<file path="config.mk">
export PLATFORM = sky130hd
export DESIGN_NAME = dsh_ctrl
export DESIGN_NICKNAME = d
export VERILOG_FILES = /design/src/rtl/dsh_pkg.sv /design/src/rtl/dsh_wake_sync.sv /design/src/rtl/dsh_wait_timer.sv /design/src/rtl/dsh_pulse.sv /design/src/rtl/dsh_seq_fsm.sv /design/src/rtl/dsh_ctrl.sv
export SDC_FILE = /design/constraint.sdc
export NUM_CORES = 1
export LEC_CHECK = 0
export ABC_AREA = 1
export BUFFER_PORTS_ARGS = -buffer_cell sky130_fd_sc_hd__buf_2
export CAP_MARGIN = 10
export CELL_PAD_IN_SITES_DETAIL_PLACEMENT = 2
export CELL_PAD_IN_SITES_GLOBAL_PLACEMENT = 2
export CORE_UTILIZATION = 37
export CTS_BUF_LIST = sky130_fd_sc_hd__clkbuf_16
export CTS_CLUSTER_SIZE = 28
export DETAILED_ROUTE_END_ITERATION = 8
export HOLD_SLACK_MARGIN = 0.02
export PLACE_DENSITY_LB_ADDON = 0.1
export SLEW_MARGIN = 40
export SYNTH_ARGS = -nofsm -noshare
export SYNTH_HDL_FRONTEND = slang
export SYNTH_SLANG_ARGS = --single-unit
</file>
<file path="constraint.sdc">
create_clock -name clk -period 2.4 [get_ports clk]
set_input_delay 0 -clock clk [delete_from_list [all_inputs] [get_ports clk]]
set_output_delay 0 -clock clk [all_outputs]
set_load 0.005 [all_outputs]
</file>
<file path="src/rtl/dsh_pkg.sv">
package dsh_pkg;
  typedef enum logic [2:0] {
    ST_IDLE    = 3'd0,
    ST_DECAY   = 3'd1,
    ST_ACKED   = 3'd2,
    ST_SLEEP   = 3'd3,
    ST_PGWAIT  = 3'd4,
    ST_WARNREL = 3'd5
  } dsh_state_e;

  localparam int WK_LAN  = 0;
  localparam int WK_KBMS = 1;
  localparam int WK_GPA  = 2;
  localparam int WK_GPB  = 3;
  localparam int WK_RING = 4;
  localparam int WK_NUM  = 5;
endpackage

</file>
<file path="src/rtl/dsh_wake_sync.sv">
module dsh_wake_sync #(
  parameter int NW = 5
) (
  input  logic          clk,
  input  logic          rst_n,
  input  logic [NW-1:0] wake_n,
  input  logic [NW-1:0] wake_en,
  output logic          wake_ev
);
  logic [NW-1:0] ev;

  for (genvar i = 0; i < NW; i++) begin : g_src
    logic s1, s2, s3;
    always_ff @(posedge clk or negedge rst_n) begin
      if (!rst_n) begin
        s1 <= 1'b1;
        s2 <= 1'b1;
        s3 <= 1'b1;
      end else begin
        s1 <= wake_n[i];
        s2 <= s1;
        s3 <= s2;
      end
    end
    // falling edge of the synchronized input, gated by its enable
    assign ev[i] = wake_en[i] & s3 & ~s2;
  end

  assign wake_ev = |ev;
endmodule

</file>
<file path="src/rtl/dsh_wait_timer.sv">
module dsh_wait_timer #(
  parameter int TO_W = 16
) (
  input  logic clk,
  input  logic rst_n,
  input  logic run,
  input  logic leave,
  output logic expire
);
  localparam logic [TO_W-1:0] CNT_MAX = {TO_W{1'b1}};

  logic [TO_W-1:0] cnt;

  always_ff @(posedge clk or negedge rst_n) begin
    if (!rst_n)              cnt <= '0;
    else if (!run || leave)  cnt <= '0;
    else                     cnt <= cnt + 1'b1;
  end

  assign expire = run && (cnt == CNT_MAX);
endmodule

</file>
<file path="src/rtl/dsh_pulse.sv">
module dsh_pulse #(
  parameter int LEN = 4
) (
  input  logic clk,
  input  logic rst_n,
  input  logic trig,
  output logic pulse_n
);
  localparam int CW = $clog2(LEN + 1);
  localparam logic [CW-1:0] LEN_V = CW'(LEN);

  logic [CW-1:0] left;

  always_ff @(posedge clk or negedge rst_n) begin
    if (!rst_n)                     left <= '0;
    else if (trig && left == '0)    left <= LEN_V;
    else if (left != '0)            left <= left - 1'b1;
  end

  assign pulse_n = (left == '0);
endmodule

</file>
<file path="src/rtl/dsh_seq_fsm.sv">
module dsh_seq_fsm
  import dsh_pkg::*;
(
  input  logic       clk,
  input  logic       rst_n,
  input  logic       warn_n,
  input  logic       dual_low,
  input  logic       susp_n,
  input  logic       host_pg,
  input  logic       expire,
  input  logic       wake_ev,
  output dsh_state_e state,
  output logic       waiting,
  output logic       leave,
  output logic       wake_trig,
  output logic       err
);
  dsh_state_e st_q, st_d;
  logic       warn_prev;
  logic       entry;

  assign entry = (st_q == ST_IDLE) && warn_prev && !warn_n;

  always_comb begin
    st_d = st_q;
    unique case (st_q)
      ST_IDLE:    if (entry) st_d = ST_DECAY;
      ST_DECAY:   if (warn_n) st_d = ST_IDLE;
                  else if (dual_low) st_d = ST_ACKED;
                  else if (expire) st_d = ST_IDLE;
      ST_ACKED:   if (!susp_n) st_d = ST_SLEEP;
                  else if (expire) st_d = ST_IDLE;
      ST_SLEEP:   if (susp_n) st_d = ST_PGWAIT;
      ST_PGWAIT:  if (host_pg) st_d = ST_WARNREL;
                  else if (expire) st_d = ST_IDLE;
      ST_WARNREL: if (warn_n) st_d = ST_IDLE;
                  else if (expire) st_d = ST_IDLE;
      default:    st_d = ST_IDLE;
    endcase
  end

  always_ff @(posedge clk or negedge rst_n) begin
    if (!rst_n) begin
      st_q      <= ST_IDLE;
      warn_prev <= 1'b1;
      err       <= 1'b0;
    end else begin
      st_q      <= st_d;
      warn_prev <= warn_n;
      if (entry)
        err <= 1'b0;
      else if (expire && st_d == ST_IDLE)
        err <= 1'b1;
    end
  end

  assign state     = st_q;
  assign waiting   = (st_q == ST_DECAY) || (st_q == ST_ACKED) ||
                     (st_q == ST_PGWAIT) || (st_q == ST_WARNREL);
  assign leave     = (st_d != st_q);
  assign wake_trig = (st_q == ST_SLEEP) && wake_ev;
endmodule

</file>
<file path="src/rtl/dsh_ctrl.sv">
module dsh_ctrl
  import dsh_pkg::*;
#(
  parameter int NW        = WK_NUM,
  parameter int TO_W      = 16,
  parameter int PULSE_LEN = 4
) (
  input  logic          clk,
  input  logic          rst_n,
  input  logic          warn_n,
  input  logic          dual_low,
  input  logic          susp_n,
  input  logic          host_pg,
  input  logic [NW-1:0] wake_n,
  input  logic [NW-1:0] wake_en,
  output logic          ack_n,
  output logic          rail_off_n,
  output logic          rsm_rst_n,
  output logic          wake_req_n,
  output logic          err
);
  dsh_state_e state;
  logic waiting, leave, expire, wake_ev, wake_trig;

  dsh_wake_sync #(.NW(NW)) u_sync (
    .clk(clk), .rst_n(rst_n), .wake_n(wake_n), .wake_en(wake_en),
    .wake_ev(wake_ev)
  );

  dsh_wait_timer #(.TO_W(TO_W)) u_timer (
    .clk(clk), .rst_n(rst_n), .run(waiting), .leave(leave), .expire(expire)
  );

  dsh_seq_fsm u_fsm (
    .clk(clk), .rst_n(rst_n), .warn_n(warn_n), .dual_low(dual_low),
    .susp_n(susp_n), .host_pg(host_pg), .expire(expire), .wake_ev(wake_ev),
    .state(state), .waiting(waiting), .leave(leave), .wake_trig(wake_trig),
    .err(err)
  );

  dsh_pulse #(.LEN(PULSE_LEN)) u_pulse (
    .clk(clk), .rst_n(rst_n), .trig(wake_trig), .pulse_n(wake_req_n)
  );

  assign ack_n      = !((state == ST_ACKED) || (state == ST_SLEEP));
  assign rail_off_n = (state != ST_SLEEP);
  assign rsm_rst_n  = !((state == ST_SLEEP) || (state == ST_PGWAIT));
endmodule

</file>
## Word level (Yosys, flattened, before mapping)

Index checks and enable logic that the tools add are counted.

| storage, ports and cells | value |
|---|---|
| bits in registers | 39 |
| bits of input ports | 16 |
| output and inout bits | 5 |
| logic and storage cells | 82 |

| operators by class | value |
|---|---|
| $add $sub $neg | 2 |
| equal/unequal tests | 8 |
| mux-type cells | 14 |
| bitwise operators | 15 |
| reduce and logical (&&, ||, !) cells | 23 |

Operators by type and width:

| operator | count |
|---|---|
| $mux W3 | 10 |
| $pmux W3 S6 | 1 |
| $add A16 B1 Y16 const B | 1 |
| $eq A16 B16 Y1 const B | 1 |
| $mux W16 | 1 |
| $and A1 B1 Y1 | 10 |
| $logic_not A3 Y1 | 3 |
| $eq A3 B2 Y1 const B | 2 |
| $eq A3 B3 Y1 const B | 2 |
| $logic_and A1 B1 Y1 | 6 |
| $logic_or A1 B1 Y1 | 6 |
| $not A1 Y1 | 5 |
| $reduce_or A5 Y1 | 1 |
| $logic_not A1 Y1 | 4 |
| $reduce_bool A2 Y1 | 2 |
| $eq A3 B1 Y1 const B | 1 |
| $ne A3 B2 Y1 const B | 1 |
| $ne A3 B3 Y1 | 1 |
| $reduce_bool A3 Y1 | 1 |
| $sub A3 B1 Y3 const B | 1 |
| $mux W1 | 2 |

## Longest topological paths before layout

Gate-level depths: netlist of run 1.

| depth | value |
|---|---|
| word-level depth | 13 |
| depth in mapped cells | 12 |
| gate-level depth less buffers | 11 |

## Cells and area by module

A second synthesis of run 1 with hierarchy kept.

| unflattened totals | value |
|---|---|
| cell total of the unflattened synthesis | 249 |
| area, all modules | 1991.9 µm² |

Modules (own cells, without submodules):

| module | times used | cells an instance | area an instance (µm²) | sequential area each (µm²) |
|---|---|---|---|---|
| dsh_wait_timer | 1 | 130 | 900.9 | 400.4 |
| dsh_wake_sync | 1 | 29 | 461.7 | 394.1 |
| dsh_seq_fsm | 1 | 59 | 416.6 | 126.4 |
| dsh_pulse | 1 | 24 | 183.9 | 75.1 |
| dsh_ctrl | 1 | 7 | 28.8 | 0.0 |

## Worst setup path before layout of run 1

OpenSTA, ideal clock, no wires.

| timing | value |
|---|---|
| kind | register to register |
| start point | reg u_timer.cnt[0] |
| end point | reg u_timer.cnt[7] |
| library setup time | 125 ps |
| data arrival time | 1591 ps |
| required time | 2275 ps |
| slack | 684 ps |
| cell stages (with the launch flop) | 12 |
| path buffers | 1 |
| clock period less this slack | 1716 ps |
| cells stage by stage | dfrtp_1 -> ha_1 -> nand3_2 -> nor2_4 -> nand3_4 -> nor2_1 -> o21ai_1 -> nand2_1 -> o21ai_1 -> nand2_4 -> buf_12 -> nor2_4 |

| on the way | value |
|---|---|
| word-level cells in the longest chain between the ends | 9 |
| elaborated cells on any way between the ends | 13 |
| those cells by class | add/sub: 1; eq/ne: 2; mux: 8; reduce/logical: 2 |

Ends and longest elaborated chain:

| element | RTL line | text |
|---|---|---|
| start: declaration | dsh_wait_timer.sv:12 | `logic [TO_W-1:0] cnt;` |
| start signal: assignment | dsh_wait_timer.sv:17 | `else cnt <= cnt + 1'b1;` |
| $eq A16 B16 Y1 | dsh_wait_timer.sv:20 | `assign expire = run && (cnt == CNT_MAX);` |
| $logic_and A1 B1 Y1 | dsh_wait_timer.sv:20 |  |
| $mux W3 | -- |  |
| $mux W3 | dsh_seq_fsm.sv:29 | `else if (dual_low) st_d = ST_ACKED;` |
| $mux W3 | dsh_seq_fsm.sv:28 | `ST_DECAY: if (warn_n) st_d = ST_IDLE;` |
| $pmux W3 S6 | dsh_seq_fsm.sv:26 | `unique case (st_q)` |
| $ne A3 B3 Y1 | dsh_seq_fsm.sv:60 | `assign leave = (st_d != st_q);` |
| $logic_or A1 B1 Y1 | dsh_wait_timer.sv:16 | `else if (!run \|\| leave) cnt <= '0;` |
| $mux W16 (*) | dsh_wait_timer.sv:16 |  |

Every way passes the cells marked *; elsewhere a longest branch is shown, timed or not.
A chain may end at the register's enable or synchronous reset.

## Final worst setup path of run 1

| timing | value |
|---|---|
| start point | reg u_timer.cnt[0] |
| end point | reg u_timer.cnt[1] |

The elaborated chain is that of the path after synthesis.

==> summary.md, run 1 <==
| Metric | Value |
|---|---|
| Layout filler cell count | `523` |
| Share of cells above drive strength 1 | `31.6%` |
| Htree depth | `2` |
| Sequential Area | `996 sq um` |
| Max-slew violations | `0` |
| Die Wd | `72.7 microns` |
| Buffers & Inverters on Critical Path | `0` |
| Setup TNS | `0 ns` |
| Fmax | `452 MHz` |
| Seq cells post-synth | `39` |
| Wire per inst | `16.4 microns` |
| Multi-input gate area | `749 sq um` |
| Initial antenna violation count | `0` |
| Vias in the first global route | `1603` |
| CTS Buf Count | `5` |
| Gr ovfl total | `0` |
| CP max stage delay | `0.38 ns` |
| Synth Area per Inst | `10.3 sq um` |
| Worst Tran Pin Value | `0.492 ns` |
| Die Height | `72.7 microns` |
| Syn. warnings | `0` |
| Dpl hpwl | `3250 microns` |
| Vias per Instance | `4.70` |
| Port bufs | `20` |
| Largest net degree at the start of global routing | `23` |
| Clk_skew | `0.00402 ns` |
| Residual DRC | `0` |
| Layout area overhead | `23.2%` |
| Clk_lat worst skew | `0.28 ns` |
| Final ANT Viol Nets | `0` |
| Row count | `25` |
| CP Class | `reg -> reg` |
| # clock sinks | `39` |
| Crit. End Element | `register` |
| Max-Cap Viols | `0` |
| Flop2flop setup slack | `0.19 ns` |
| N_diodes | `0` |
| Vias post-DR | `1326` |
| CTS tree | `done` |
| Worst setup SP type | `register` |
| Global Route Usage Sum | `20.0%` |
| Final setup fails | `0` |
| Clock buffer depth | `2` |
| Top FF cell, synth | `dfrtp_1` |
| Seq/Total Area, Yosys | `53.9%` |
| Status | `complete, no violations` |
| Most common cell in the netlist | `nand2_1` |
| Critical-path top delay cell | `dfrtp_1` |
| CP cell instances | `ha_1 -> nand3_2 -> nor2_4 -> nand3_4 -> nor2_1 -> o21ai_1 -> nand2_1 -> o21ai_1 -> nand2_4 -> nor2_1` |
| Clock Pin Slew Worst Setup and Hold Paths | `0.06 ns` |
| Required @ worst endpoint | `2.55 ns` |
| Period utilization | `92.1%` |
| Total power | `0.00220 W` |
| Cts repair resizes | `0` |
| I/O Pins | `21` |
| Yosys top cell by area | `dfrtp_1` |
| Post-Syn Area | `0.00185 sq mm` |
| Peak VDD IR | `0.000376 V` |
| Starting Density | `38.9%` |
| Total Wirelength | `4630 microns` |
| Initial DRC Count | `22` |
| Die area | `0.00528 sq mm` |
| Postcts setup bufs | `0` |
| PwrDens | `966 mW/mm^2` |
| Yosys top cell area share | `31.1%` |
| CTS Root Cell | `clkbuf_16` |
| Global placement routability congestion | `0.802` |
| Layout net count | `233` |
| Top cells by instance count after synthesis | `26 x nand2_1, 23 x dfrtp_1, 20 x inv_1, 20 x nor2_1, 16 x dfstp_2` |
| Max_slew headroom | `67.2%` |
| Top cells by area, synth | `dfrtp_1 31%, dfstp_2 23%, nor2_4 7.3%` |
| Crit path max fanout | `16` |
| Unrepaired setup endpoints after global routing | `no` |
| Post-Synthesis Cells | `180` |
| Post-synth ARST share | `100%` |
| Core area | `0.00475 sq mm` |
| Family with the most delay on the worst path | `simple AND/OR/NAND/NOR gates` |
| Distinct cells, synth | `31` |
| LEAKAGE | `0.955 nW` |
| Hold Crit Class | `in -> reg` |
| Drt first pass iters | `4` |
| Critical Path AT | `2.36 ns` |
| Final Hold Fails | `0` |
| Syn nets | `199` |
| First-pass GRT wire length | `7760 microns` |
| Post-synth EDFFs | `0` |
| Fin crit period | `2.21 ns` |
[layer usage]
metal / vias to the layer above / wire [microns] / track usage (%) / part of all wire, %
met5: - / 0 / 0 / 0
met4: 0 / 25 / 5.23 / 0.54
met3: 2 / 103 / 4.14 / 2.2
met2: 15 / 2640 / 38.5 / 57
met1: 668 / 1860 / 22.0 / 40
li1: 641 / - / - / -
[per-stage QoR]
step,worst slack [ns],std cells,hold WS [ns],area [sq um],utilization (%)
floorplan,0.684,180,-0.296,1850,-
global placement,0.512,266,0.107,2010,42.3
detailed placement,0.347,267,-0.0180,2040,42.9
CTS,0.166,282,0.0646,2280,47.9
global route,0.0773,282,0.0987,2280,47.9
finish,0.189,282,0.0659,2280,47.9
[cell families (layout without fill, tap and decap cells)]
logic type | Yosys count | in the layout | synth area share (%)
buf+inv | 23 | 58 | 5.55
xor+xnor | 12 | 12 | 5.69
fa+ha+maj | 3 | 3 | 2.03
simple gates | 86 | 86 | 26.7
flops | 39 | 39 | 53.9
compound gates | 17 | 17 | 6.09
[cell type report]
type | count | area share (%)
clock buffer | 5 | 5.49
clock inverter | 3 | 1.87
inverter | 22 | 3.63
multi-input combinational | 118 | 32.9
sequential | 39 | 43.7
tap | 67 | 3.68
timing repair buffer | 28 | 8.68
[worst reg2reg max path: cells and delay by family, from the launching register on]
| family | cells | cell delay, ns |
|---|---|---|
| AOI/OAI and AO/OA | 2 | 0.23 |
| DFF | 1 | 0.38 |
| adders and majority gates | 1 | 0.23 |
| and+or+nand+nor | 7 | 1.25 |
[state kept, by name (all words and copies together), names as in the netlist]
signal / cells
u_timer.cnt: 16
u_fsm.warn_prev: 1
u_sync.g_src.s3: 5
u_pulse.left: 3
u_sync.g_src.s2: 5
u_fsm.err: 1
u_sync.g_src.s1: 5
u_fsm.state: 3
[worst paths after layout]
check,from,endpoint,cells past startpoint
setup / recovery,u_timer.cnt[0]$_DFF_PN0_,u_timer.cnt[1]$_DFF_PN0_,10
hold / removal,host_pg,u_fsm.state[2]$_DFF_PN0_,5
setup reg to reg,u_timer.cnt[0]$_DFF_PN0_,u_timer.cnt[1]$_DFF_PN0_,10
hold reg to reg,u_sync.g_src[2].s1$_DFF_PN1_,u_sync.g_src[2].s2$_DFF_PN1_,0
max in group asynchronous,rst_n,u_sync.g_src[1].s2$_DFF_PN1_,3
min in group asynchronous,rst_n,u_fsm.state[0]$_DFF_PN0_,2
[where the power goes]
part           total [W]  leakage [nW]  switching, W  internal [W]
combinational   0.000637         0.394      0.000439      0.000198
sequential      0.000809         0.479     0.0000659      0.000743
clock           0.000755        0.0818      0.000264      0.000490
total            0.00220         0.955      0.000769       0.00143
[timing repair]
action,4_1_cts,5_1_grt
hold endpoints to repair,23,0
endpoints found under the setup margin,0,0
hold buffers,7,0
[layout by cell type, fill, tap and decap left out]
cell           Yosys  layout
nand3_4            1       1
dlygate4sd3_1      0       7
nor3_1             2       2
o21ai_4            1       1
inv_2              2       2
nand4_1            4       4
nor2_2             1       1
nand3_1           10      10
a21oi_1            2       2
nor2_1            20      20
clkinv_1           0       1
clkbuf_16          0       5
bufinv_16          0       1
xor2_1             7       7
inv_6              0       1
or2_1              1       1
nand2_4            2       2
o21ai_0            4       4
nor2_4            12      12
o2111ai_1          1       1
o21a_1             1       1
nand2_1           26      26
ha_1               3       3
a21o_1             1       1
inv_1             20      20
xnor2_1            5       5
nand2_2            4       4
nand3b_1           1       1
o221ai_1           1       1
buf_16             0       1
o21ai_1            3       3
o22ai_1            3       3
nand3_2            1       1
dfrtp_1           23      23
buf_2              0      20
and3_1             1       1
dfstp_2           16      16
Power figures use the tool's default switching activity.
==> run 2, diff against run 1 <==
CORE_MARGIN = 2   (was default)
CTS_CLUSTER_DIAMETER = 40   (was default)
==> summary.md, run 2 (same netlist as run 1, synthesis figures left out) <==
| Metric | Value |
|---|---|
| Status | `complete, no violations (unchanged)` |
| Placed Cells | `266 (was 267)` |
| Vias post-DR | `1326 (unchanged)` |
| Crit. End Element | `register (unchanged)` |
| Core Util, Final | `47.3% (was 47.9%)` |
| Hold Crit Class | `in -> reg (unchanged)` |
| Starting Density | `38.9% (unchanged)` |
| Port bufs | `20 (unchanged)` |
| # clock sinks | `39 (unchanged)` |
| Initial antenna violation count | `0 (unchanged)` |
| Clock Pin Slew Worst Setup and Hold Paths | `0.06 ns (about the same)` |
| PwrDens | `957 mW/mm^2 (was 966 mW/mm^2)` |
| Clock buffer depth | `2 (unchanged)` |
| Total Wirelength | `4110 microns (was 4630 microns)` |
| Most common cell after layout, fill and taps aside | `nand2_1 (unchanged)` |
| I/O Pins | `21 (unchanged)` |
| Die area | `0.00558 sq mm (was 0.00528 sq mm)` |
| Fin crit period | `2.08 ns (was 2.21 ns)` |
| Core area | `0.00475 sq mm (unchanged)` |
| Global Route Usage Sum | `17.6% (was 20.0%)` |
| Htree depth | `2 (unchanged)` |
| Multi-input gate area | `749 sq um (unchanged)` |
| First-pass GRT wire length | `7250 microns (was 7760 microns)` |
| Share of cells above drive strength 1 | `31.3% (was 31.6%)` |
| Max_slew headroom | `66.6% (was 67.2%)` |
| Peak VDD IR | `0.000389 V (was 0.000376 V)` |
| Clk_lat worst skew | `0.28 ns (about the same)` |
| Worst Tran Pin Value | `0.500 ns (was 0.492 ns)` |
| Final setup fails | `0 (unchanged)` |
| Critical Path AT | `2.23 ns (was 2.36 ns)` |
| CTS Root Cell | `clkbuf_16 (unchanged)` |
| Post-Layout Cell Count | `281 (was 282)` |
| Die Height | `74.7 microns (was 72.7 microns)` |
| Clk_skew | `0.00832 ns (was 0.00402 ns)` |
| Initial DRC Count | `44 (was 22)` |
| Gr ovfl total | `0 (unchanged)` |
| Layout net count | `232 (was 233)` |
| Sequential Area | `996 sq um (unchanged)` |
| LEAKAGE | `0.943 nW (was 0.955 nW)` |
| Residual DRC | `0 (unchanged)` |
| Fmax | `481 MHz (was 452 MHz)` |
| Layout area overhead | `21.8% (was 23.2%)` |
| Postcts setup bufs | `0 (unchanged)` |
| Unrepaired setup endpoints after global routing | `no (unchanged)` |
| Row count | `25 (unchanged)` |
| Dpl hpwl | `2990 microns (was 3250 microns)` |
| Required @ worst endpoint | `2.55 ns (about the same)` |
| CTS tree | `done (unchanged)` |
| Commonest cells after routing, fill and taps aside | `26 x nand2_1, 23 x dfrtp_1, 21 x inv_1 (was 26 x nand2_1, 23 x dfrtp_1, 20 x inv_1, 20 x nor2_1, 20 x buf_2)` |
| Global placement routability congestion | `0.830 (was 0.802)` |
| Register with the most flip-flops | `u_timer.cnt (unchanged)` |
| CTS Hold Bufs | `7 (unchanged)` |
| Crit path max fanout | `16 (unchanged)` |
| Setup TNS | `0 ns (unchanged)` |
| Drt first pass iters | `4 (unchanged)` |
| Worst setup SP type | `register (unchanged)` |
| Layout filler cell count | `513 (was 523)` |
| Period utilization | `86.7% (was 92.1%)` |
| Max-Cap Viols | `0 (unchanged)` |
| Cts repair resizes | `0 (unchanged)` |
| Vias in the first global route | `1508 (was 1603)` |
| CTS Buf Count | `5 (unchanged)` |
| Final ANT Viol Nets | `0 (unchanged)` |
| Wire per inst | `14.6 microns (was 16.4 microns)` |
| Final Hold Fails | `0 (unchanged)` |
| Largest net degree at the start of global routing | `40 (was 23)` |
| N_diodes | `0 (unchanged)` |
| Vias per Instance | `4.72 (was 4.70)` |
| Max-slew violations | `0 (unchanged)` |
| Max reg flops | `16 (unchanged)` |
| Die Wd | `74.7 microns (was 72.7 microns)` |
| CP Class | `reg -> reg (unchanged)` |
-- run 2: metal layers --
metal	global-route usage [%]	up-vias	routed length, microns
met5	0	-	0
met3	4.55	5	116
met1	22.4	663	1820
met4	5.36	0	45
li1	-	644	-
met2	29.7	14	2130
-- run 2: power breakdown --
group	switching (W)	leakage [nW]	internal, W
clock network	0.000253	0.0812	0.000486
logic	0.000417	0.383	0.000191
registers	0.0000643	0.479	0.000743
total	0.000734	0.943	0.00142
-- run 2: final cells by class --
cell class              instances  share of cell area, %
well taps                      67                   3.72
flip-flops and latches         39                   44.2
inverters                      22                   3.67
clock inverters                 3                   1.83
multi-input cells             118                   33.3
repair buffers                 27                   7.67
clock buffers                   5                   5.56
-- run 2: critical path, cell delays in order (launching register included) --
cell,delay [ns]
dfrtp_1,0.38
ha_1,0.22
nand3_2,0.15
nor2_4,0.17
nand3_4,0.12
o21ai_1,0.22
nand3_1,0.11
nand2_1,0.14
nor2_4,0.06
nand2_4,0.28
nor2_1,0.08
-- run 2: path summary, 6_finish.rpt --
check | start | to | slack (ns) | cells past startpoint
max in group asynchronous | rst_n | u_fsm.warn_prev$_DFF_PN1_ | 1.80 | 2
min in group asynchronous | rst_n | u_timer.cnt[4]$_DFF_PN0_ | 0.24 | 2
worst min register to register | u_sync.g_src[3].s1$_DFF_PN1_ | u_sync.g_src[3].s2$_DFF_PN1_ | 0.35 | 0
worst max-delay path | u_timer.cnt[0]$_DFF_PN0_ | u_timer.cnt[15]$_DFF_PN0_ | 0.32 | 10
worst min-delay path | susp_n | u_fsm.state[2]$_DFF_PN0_ | 0.05 | 5
worst max register to register | u_timer.cnt[0]$_DFF_PN0_ | u_timer.cnt[15]$_DFF_PN0_ | 0.32 | 10
-- run 2: metrics by stage --
stage                     hold slack [ns]  setup WS (ns)  cell area [sq um]  total power (W)
after detailed placement            0.108          0.322               2010          0.00143
after global routing               0.0908          0.172               2250          0.00229
after global placement              0.107          0.513               2010          0.00139
after floorplan                    -0.296          0.684               1850          0.00132
final                              0.0532          0.320               2250          0.00215
after CTS                          0.0503          0.268               2250          0.00220
